<file path="src/rtl/gpio_port_pkg.sv">
package gpio_port_pkg;

  typedef enum logic [2:0] {
    SEL_FUNC  = 3'd0,
    SEL_DATA  = 3'd1,
    SEL_DSET  = 3'd2,
    SEL_DCLR  = 3'd3,
    SEL_OSET  = 3'd4,
    SEL_OCLR  = 3'd5,
    SEL_IBUF  = 3'd6,
    SEL_MUX   = 3'd7
  } reg_sel_e;

  typedef enum logic [1:0] {
    ACC_OK       = 2'd0,
    ACC_WIDTH    = 2'd1,
    ACC_UNMAPPED = 2'd2
  } acc_err_e;

  localparam logic [1:0] SIZE_HALF = 2'd1;
  localparam logic [1:0] SIZE_WORD = 2'd2;

endpackage

</file>
<file path="src/rtl/gpio_port_decode.sv">
module gpio_port_decode
  import gpio_port_pkg::*;
#(
  parameter int ADDR_W = 6
) (
  input  logic [ADDR_W-1:0] addr,
  input  logic [1:0]        size,
  output reg_sel_e          sel,
  output acc_err_e          err
);
  localparam int REG_SPAN_LOG2 = 5;

  logic in_range;
  logic is_mux;
  logic width_ok;

  always_comb begin
    in_range = (addr[1:0] == 2'b00) && ((addr >> REG_SPAN_LOG2) == '0);
    sel      = reg_sel_e'(addr[4:2]);
    is_mux   = in_range && (sel == SEL_MUX);
    width_ok = is_mux ? (size == SIZE_WORD) : (size == SIZE_HALF);
    if (!width_ok)      err = ACC_WIDTH;
    else if (!in_range) err = ACC_UNMAPPED;
    else                err = ACC_OK;
  end
endmodule

</file>
<file path="src/rtl/gpio_port_pins.sv">
module gpio_port_pins #(
  parameter int NPIN = 16
) (
  input  logic            clk,
  input  logic            rst_n,
  input  logic [NPIN-1:0] dir,
  input  logic [NPIN-1:0] inen,
  input  logic [NPIN-1:0] fer,
  input  logic [NPIN-1:0] data_nxt,
  input  logic            refresh,
  output logic [NPIN-1:0] sample_mask,
  output logic [NPIN-1:0] pin_out
);
  logic [NPIN-1:0] out_q;
  logic [NPIN-1:0] out_nxt;

  for (genvar i = 0; i < NPIN; i++) begin : g_pin
    always_comb begin
      sample_mask[i] = !dir[i] && inen[i] && fer[i];
      out_nxt[i]     = inen[i] ? out_q[i] : data_nxt[i];
    end
  end

  always_ff @(posedge clk or negedge rst_n) begin
    if (!rst_n)       out_q <= '0;
    else if (refresh) out_q <= out_nxt;
  end

  assign pin_out = out_q;
endmodule

</file>
<file path="src/rtl/gpio_port_ctrl.sv">
module gpio_port_ctrl
  import gpio_port_pkg::*;
#(
  parameter int ADDR_W = 6,
  parameter int NPIN   = 16,
  parameter int BUS_W  = 32
) (
  input  logic              clk,
  input  logic              rst_n,
  input  logic              req_valid,
  input  logic              req_write,
  input  logic [ADDR_W-1:0] req_addr,
  input  logic [1:0]        req_size,
  input  logic [BUS_W-1:0]  req_wdata,
  output logic              rsp_valid,
  output logic [BUS_W-1:0]  rsp_rdata,
  output logic [1:0]        rsp_err_code,
  input  logic [NPIN-1:0]   pin_in,
  output logic [NPIN-1:0]   pin_out,
  output logic [NPIN-1:0]   pin_oe
);
  // reset: asynchronous assert, synchronous release
  logic [1:0] rst_pipe;
  logic       rst_sync_n;
  always_ff @(posedge clk or negedge rst_n) begin
    if (!rst_n) rst_pipe <= 2'b00;
    else        rst_pipe <= {rst_pipe[0], 1'b1};
  end
  assign rst_sync_n = rst_pipe[1];

  reg_sel_e sel;
  acc_err_e err;

  gpio_port_decode #(.ADDR_W(ADDR_W)) u_dec (
    .addr (req_addr),
    .size (req_size),
    .sel  (sel),
    .err  (err)
  );

  logic [NPIN-1:0]  fer_q, data_q, dir_q, inen_q;
  logic [BUS_W-1:0] mux_q;
  logic [NPIN-1:0]  fer_nxt, data_nxt, dir_nxt, inen_nxt;
  logic [NPIN-1:0]  sample_mask;
  logic [NPIN-1:0]  wval;
  logic             acc_ok, wr_en, rd_en, refresh;
  logic             fer_en, dir_en, inen_en, mux_en;
  logic [BUS_W-1:0] rdata_nxt;

  gpio_port_pins #(.NPIN(NPIN)) u_pins (
    .clk         (clk),
    .rst_n       (rst_sync_n),
    .dir         (dir_q),
    .inen        (inen_q),
    .fer         (fer_q),
    .data_nxt    (data_nxt),
    .refresh     (refresh),
    .sample_mask (sample_mask),
    .pin_out     (pin_out)
  );

  always_comb begin
    acc_ok  = req_valid && (err == ACC_OK);
    wr_en   = acc_ok && req_write;
    rd_en   = acc_ok && !req_write;
    wval    = req_wdata[NPIN-1:0];

    fer_en  = wr_en && (sel == SEL_FUNC);
    inen_en = wr_en && (sel == SEL_IBUF);
    mux_en  = wr_en && (sel == SEL_MUX);
    dir_en  = wr_en && ((sel == SEL_OSET) || (sel == SEL_OCLR));
    refresh = wr_en && ((sel == SEL_DATA) || (sel == SEL_DSET) ||
                        (sel == SEL_DCLR) || (sel == SEL_OSET));

    fer_nxt  = wval;
    inen_nxt = wval;
    dir_nxt  = (sel == SEL_OSET) ? (dir_q | wval) : (dir_q & ~wval);

    data_nxt = (data_q & ~sample_mask) | (pin_in & sample_mask);
    if (wr_en) begin
      case (sel)
        SEL_DATA: data_nxt = wval;
        SEL_DSET: data_nxt = data_q | wval;
        SEL_DCLR: data_nxt = data_q & ~wval;
        default:  ;
      endcase
    end

    rdata_nxt = '0;
    if (rd_en) begin
      case (sel)
        SEL_FUNC:                     rdata_nxt = BUS_W'(fer_q);
        SEL_DATA, SEL_DSET, SEL_DCLR: rdata_nxt = BUS_W'(data_q);
        SEL_OSET, SEL_OCLR:           rdata_nxt = BUS_W'(dir_q);
        SEL_IBUF:                     rdata_nxt = BUS_W'(inen_q);
        default:                      rdata_nxt = mux_q;
      endcase
    end
  end

  always_ff @(posedge clk or negedge rst_sync_n) begin
    if (!rst_sync_n) begin
      fer_q  <= '0;
      data_q <= '0;
      dir_q  <= '0;
      inen_q <= '0;
      mux_q  <= '0;
    end else begin
      if (fer_en)  fer_q  <= fer_nxt;
      if (inen_en) inen_q <= inen_nxt;
      if (dir_en)  dir_q  <= dir_nxt;
      if (mux_en)  mux_q  <= req_wdata;
      data_q <= data_nxt;
    end
  end

  always_ff @(posedge clk or negedge rst_sync_n) begin
    if (!rst_sync_n) begin
      rsp_valid    <= 1'b0;
      rsp_rdata    <= '0;
      rsp_err_code <= 2'd0;
    end else begin
      rsp_valid    <= req_valid;
      rsp_rdata    <= rdata_nxt;
      rsp_err_code <= req_valid ? err : ACC_OK;
    end
  end

  assign pin_oe = dir_q;
endmodule

</file>
<file path="config.mk">
export PLATFORM = sky130hd
export DESIGN_NAME = gpio_port_ctrl
export DESIGN_NICKNAME = d
export VERILOG_FILES = /design/src/rtl/gpio_port_pkg.sv /design/src/rtl/gpio_port_decode.sv /design/src/rtl/gpio_port_pins.sv /design/src/rtl/gpio_port_ctrl.sv
export SDC_FILE = /design/constraint.sdc
export NUM_CORES = 1
export LEC_CHECK = 0
export BUFFER_PORTS_ARGS = -buffer_cell sky130_fd_sc_hd__buf_2
export CAP_MARGIN = 10
export CORE_AREA = 2 2 140 142
export CTS_CLUSTER_SIZE = 25
export DETAILED_ROUTE_END_ITERATION = 10
export DIE_AREA = 0 0 142 144
export REMOVE_ABC_BUFFERS = 1
export SYNTH_ARGS = -nofsm -noshare
export SYNTH_HDL_FRONTEND = slang
export SYNTH_HIERARCHICAL = 1
export SYNTH_SLANG_ARGS = --single-unit
</file>
<file path="constraint.sdc">
create_clock -name clk -period 4.2 [get_ports clk]
set_clock_uncertainty 0.05 [all_clocks]
set_input_delay 0.21 -clock clk [delete_from_list [all_inputs] [get_ports clk]]
set_output_delay 0.21 -clock clk [all_outputs]
set_load 0.05 [all_outputs]
</file>
==> flow_summary.toml <==
[floorplan]
start_util_pct = 36.3
die_area_um2 = 20400
io_pins = 127
num_rows = 51
die_w_um = 142
die_h_um = 144
core_area_um2 = 19100

[cts]
clk_latency_ns = 0.42
h-tree-depth = 4
cts_num_sinks = 149
cts-root-buf = "clkbuf_16"
clockBufferDepth = 2
post_cts_resize_count = 0
clkSlewWorstSetupHoldPaths_ns = 0.06
cts_buffers = 17
tritoncts = "yes"

[routing]
drc_errors = 0
vias = 4574
m1WireLength_um = 7980
wl_met3_um = 871
wirelength_um = 17200
viasPerCell = 5.01
wl_met2_um = 8130
detail_route.wl_per_cell_um = 18.9
highest_layer = "met4"
drtIter0Drc = 248
ant_nets = 0
drt-pass1-iter-count = 4

[critical_path]
critical_path_class = "in -> reg"
crit_path_top_delay_cell = "or3_1"
crit_arrival_ns = 2.68
slowest_delay_ns = 0.87
cp-start-kind = "input pin"
setup.worst_path.end_class = "flip-flop"
worst_path_most_repeated_cell = "mux2i_1"
crit_fanout = 16
crit_chain = "buf_2 > nand4_1 > mux2i_1 > nand4bb_4 > or3_1 > mux2i_1 > mux2_4"
required_ns = 4.45

[placed_design]
postPlaceCellArea_um2 = 7720
gp_congestion = 0.792
hpwl_um = 11000
portBuffers = 126

[synth]
synthTopCellsByArea = "dfrtp_1 54%, mux2_2 14%, mux2i_1 12%"
synthCells = 527
synth_cell_types = 34
yosysTopAreaCell = "dfrtp_1"
ys_warn_count = 6
avgSynthCellArea_um2 = 13.1
yosysSeqAreaShare_pct = 53.8
ys_seq_elements = 149
netlist_area_um2 = 6930
yosysTopAreaCellShare_pct = 53.8

[sta]
tightest_slew_ns = 1.16
finalSetupViolCount = 0
hold_viol = 0
relSlewSlack_pct = 22.5
fmax_ghz = 0.412
finalMaxSlewViolations = 0
tns_ns = 0
rsz0062_at_grt = "false"
min_period_over_period_pct = 57.8
min_period_ns = 2.43

[layout]
design_area_um2 = 8550
antenna_cells = 0
area_delta_synth_final_pct = 23.5
layout-drive-gt1-share_pct = 41.0
fin_nets = 723

[pwr]
seqPwrFrac_pct = 42.4
internal_power_uw = 2960
p_switching_uw = 1140
p_leak_uw = 0.00435
p_clk_share_pct = 41.1
ir_drop_mv = 0.286
p_comb_share_pct = 16.4
switching_share_pct = 27.9
power_density_nw_per_um2 = 479

[grt]
grt_pass1_wl_um = 26900
grt_overflow = 0
grt_pass1_vias = 4877
antenna_found_initial = 0
grt_use_total_pct = 17.5
grt_max_degree = 96

[hold_path]
worst_hold_path_type = "in -> async"

[run_status]
status = "finished clean"

[flow_run]
max-cap-violations = 0
metrics by stage:
step	util, %	worst slack (ns)	hold WS, ns	total power [µW]	std cells
2_1_floorplan	-	-0.309	-0.136	2210	496
3_3_place_gp	40.5	1.43	-0.0510	2400	864
3_5_place_dp	40.5	1.30	-0.0486	2430	864
4_1_cts	44.8	1.72	0.0313	4140	913
5_1_grt	44.8	1.57	0.0359	4270	913
6_report	44.8	1.77	0.0396	4100	913
cells by family (layout without fill, tap and decap cells):
| logic type | Yosys count | in the layout | synth area share [%] |
|---|---|---|---|
| mux | 177 | 177 | 27.9 |
| xor+xnor | 1 | 1 | 0.126 |
| buf+inv | 47 | 195 | 3.70 |
| simple gates | 120 | 120 | 11.3 |
| other cells | 1 | 1 | 0.0541 |
| compound gates | 32 | 32 | 3.18 |
| flops | 149 | 149 | 53.8 |
worst max-delay path, delay by kind of cell:
family / cells / cell delay, ns
and+or+nand+nor: 3 / 1.30
muxes: 3 / 0.85
buffers and inverters: 1 / 0.30
placed cells by master (no fill, tap or decap), drive strengths merged:
cell | Yosys | layout
mux2i | 81 | 81
a22oi | 16 | 16
nand2 | 19 | 19
nand2b | 1 | 1
buf | 24 | 130
clkinvlp | 0 | 1
nor3 | 2 | 2
nand4 | 1 | 1
clkbuf | 7 | 20
nand3b | 1 | 1
nor2 | 19 | 19
and2 | 18 | 18
nor2b | 36 | 36
dfrtp | 149 | 149
clkinv | 0 | 4
dlygate4sd3 | 0 | 18
conb | 1 | 1
mux2 | 96 | 96
nand3 | 17 | 17
or3 | 1 | 1
and4 | 1 | 1
o22ai | 16 | 16
xor2 | 1 | 1
and2b | 1 | 1
bufinv | 0 | 5
and4bb | 1 | 1
nor4b | 1 | 1
nand4bb | 1 | 1
inv | 16 | 17
final cells by class:
cell class | count | area [µm²]
timing repair buffer | 148 | 853
fill | 1735 | 10500
inverter | 16 | 60.1
clock buffer | 20 | 457
multi-input combinational | 331 | 2960
tap | 238 | 298
clock inverter | 11 | 198
sequential | 149 | 3730
routing by layer:
| layer | GRT usage, % | vias to the layer above |
|---|---|---|
| met1 | 22.5 | 2311 |
| met3 | 4.70 | 22 |
| met5 | 0 | - |
| met2 | 28.7 | 131 |
| li1 | - | 2110 |
| met4 | 5.58 | 0 |
power groups by stage:
stage	combinational, µW	clock, µW	sequential, µW
2_1_floorplan	281	0	1920
3_3_place_gp	647	0	1760
3_5_place_dp	665	0	1760
4_1_cts	681	1720	1740
5_1_grt	723	1790	1760
6_report	674	1690	1740
timing repair:
action	CTS	global route
hold buffers	18	0
setup buffers	0	0
hold endpoints to repair	19	0
final timing paths:
path                                from           endpoint  slack (ns)  depth (start not counted)
min in group clk           req_wdata[14]          mux_q[14]        0.05                          2
setup reg to reg             rst_pipe[1]      rsp_rdata[23]        2.77                          1
setup / recovery             req_addr[3]  u_pins/pin_out[3]        1.77                          7
max in group asynchronous    rst_pipe[1]      rsp_rdata[23]        2.77                          1
hold / removal                     rst_n        rst_pipe[1]        0.04                          2
hold reg to reg              rst_pipe[0]        rst_pipe[1]        0.30                          0
synthesized netlist by cell type (all sizes together):
cell	number
conb	1
nand2	19
dfrtp	149
nand2b	1
nor3	2
xor2	1
mux2i	81
nand3	17
a22oi	16
and2	18
and2b	1
and4bb	1
nand4	1
mux2	96
nand4bb	1
buf	24
clkbuf	7
nor4b	1
inv	16
nand3b	1
nor2b	36
and4	1
nor2	19
or3	1
o22ai	16
Note: power is estimated with default switching activity, not from simulation.
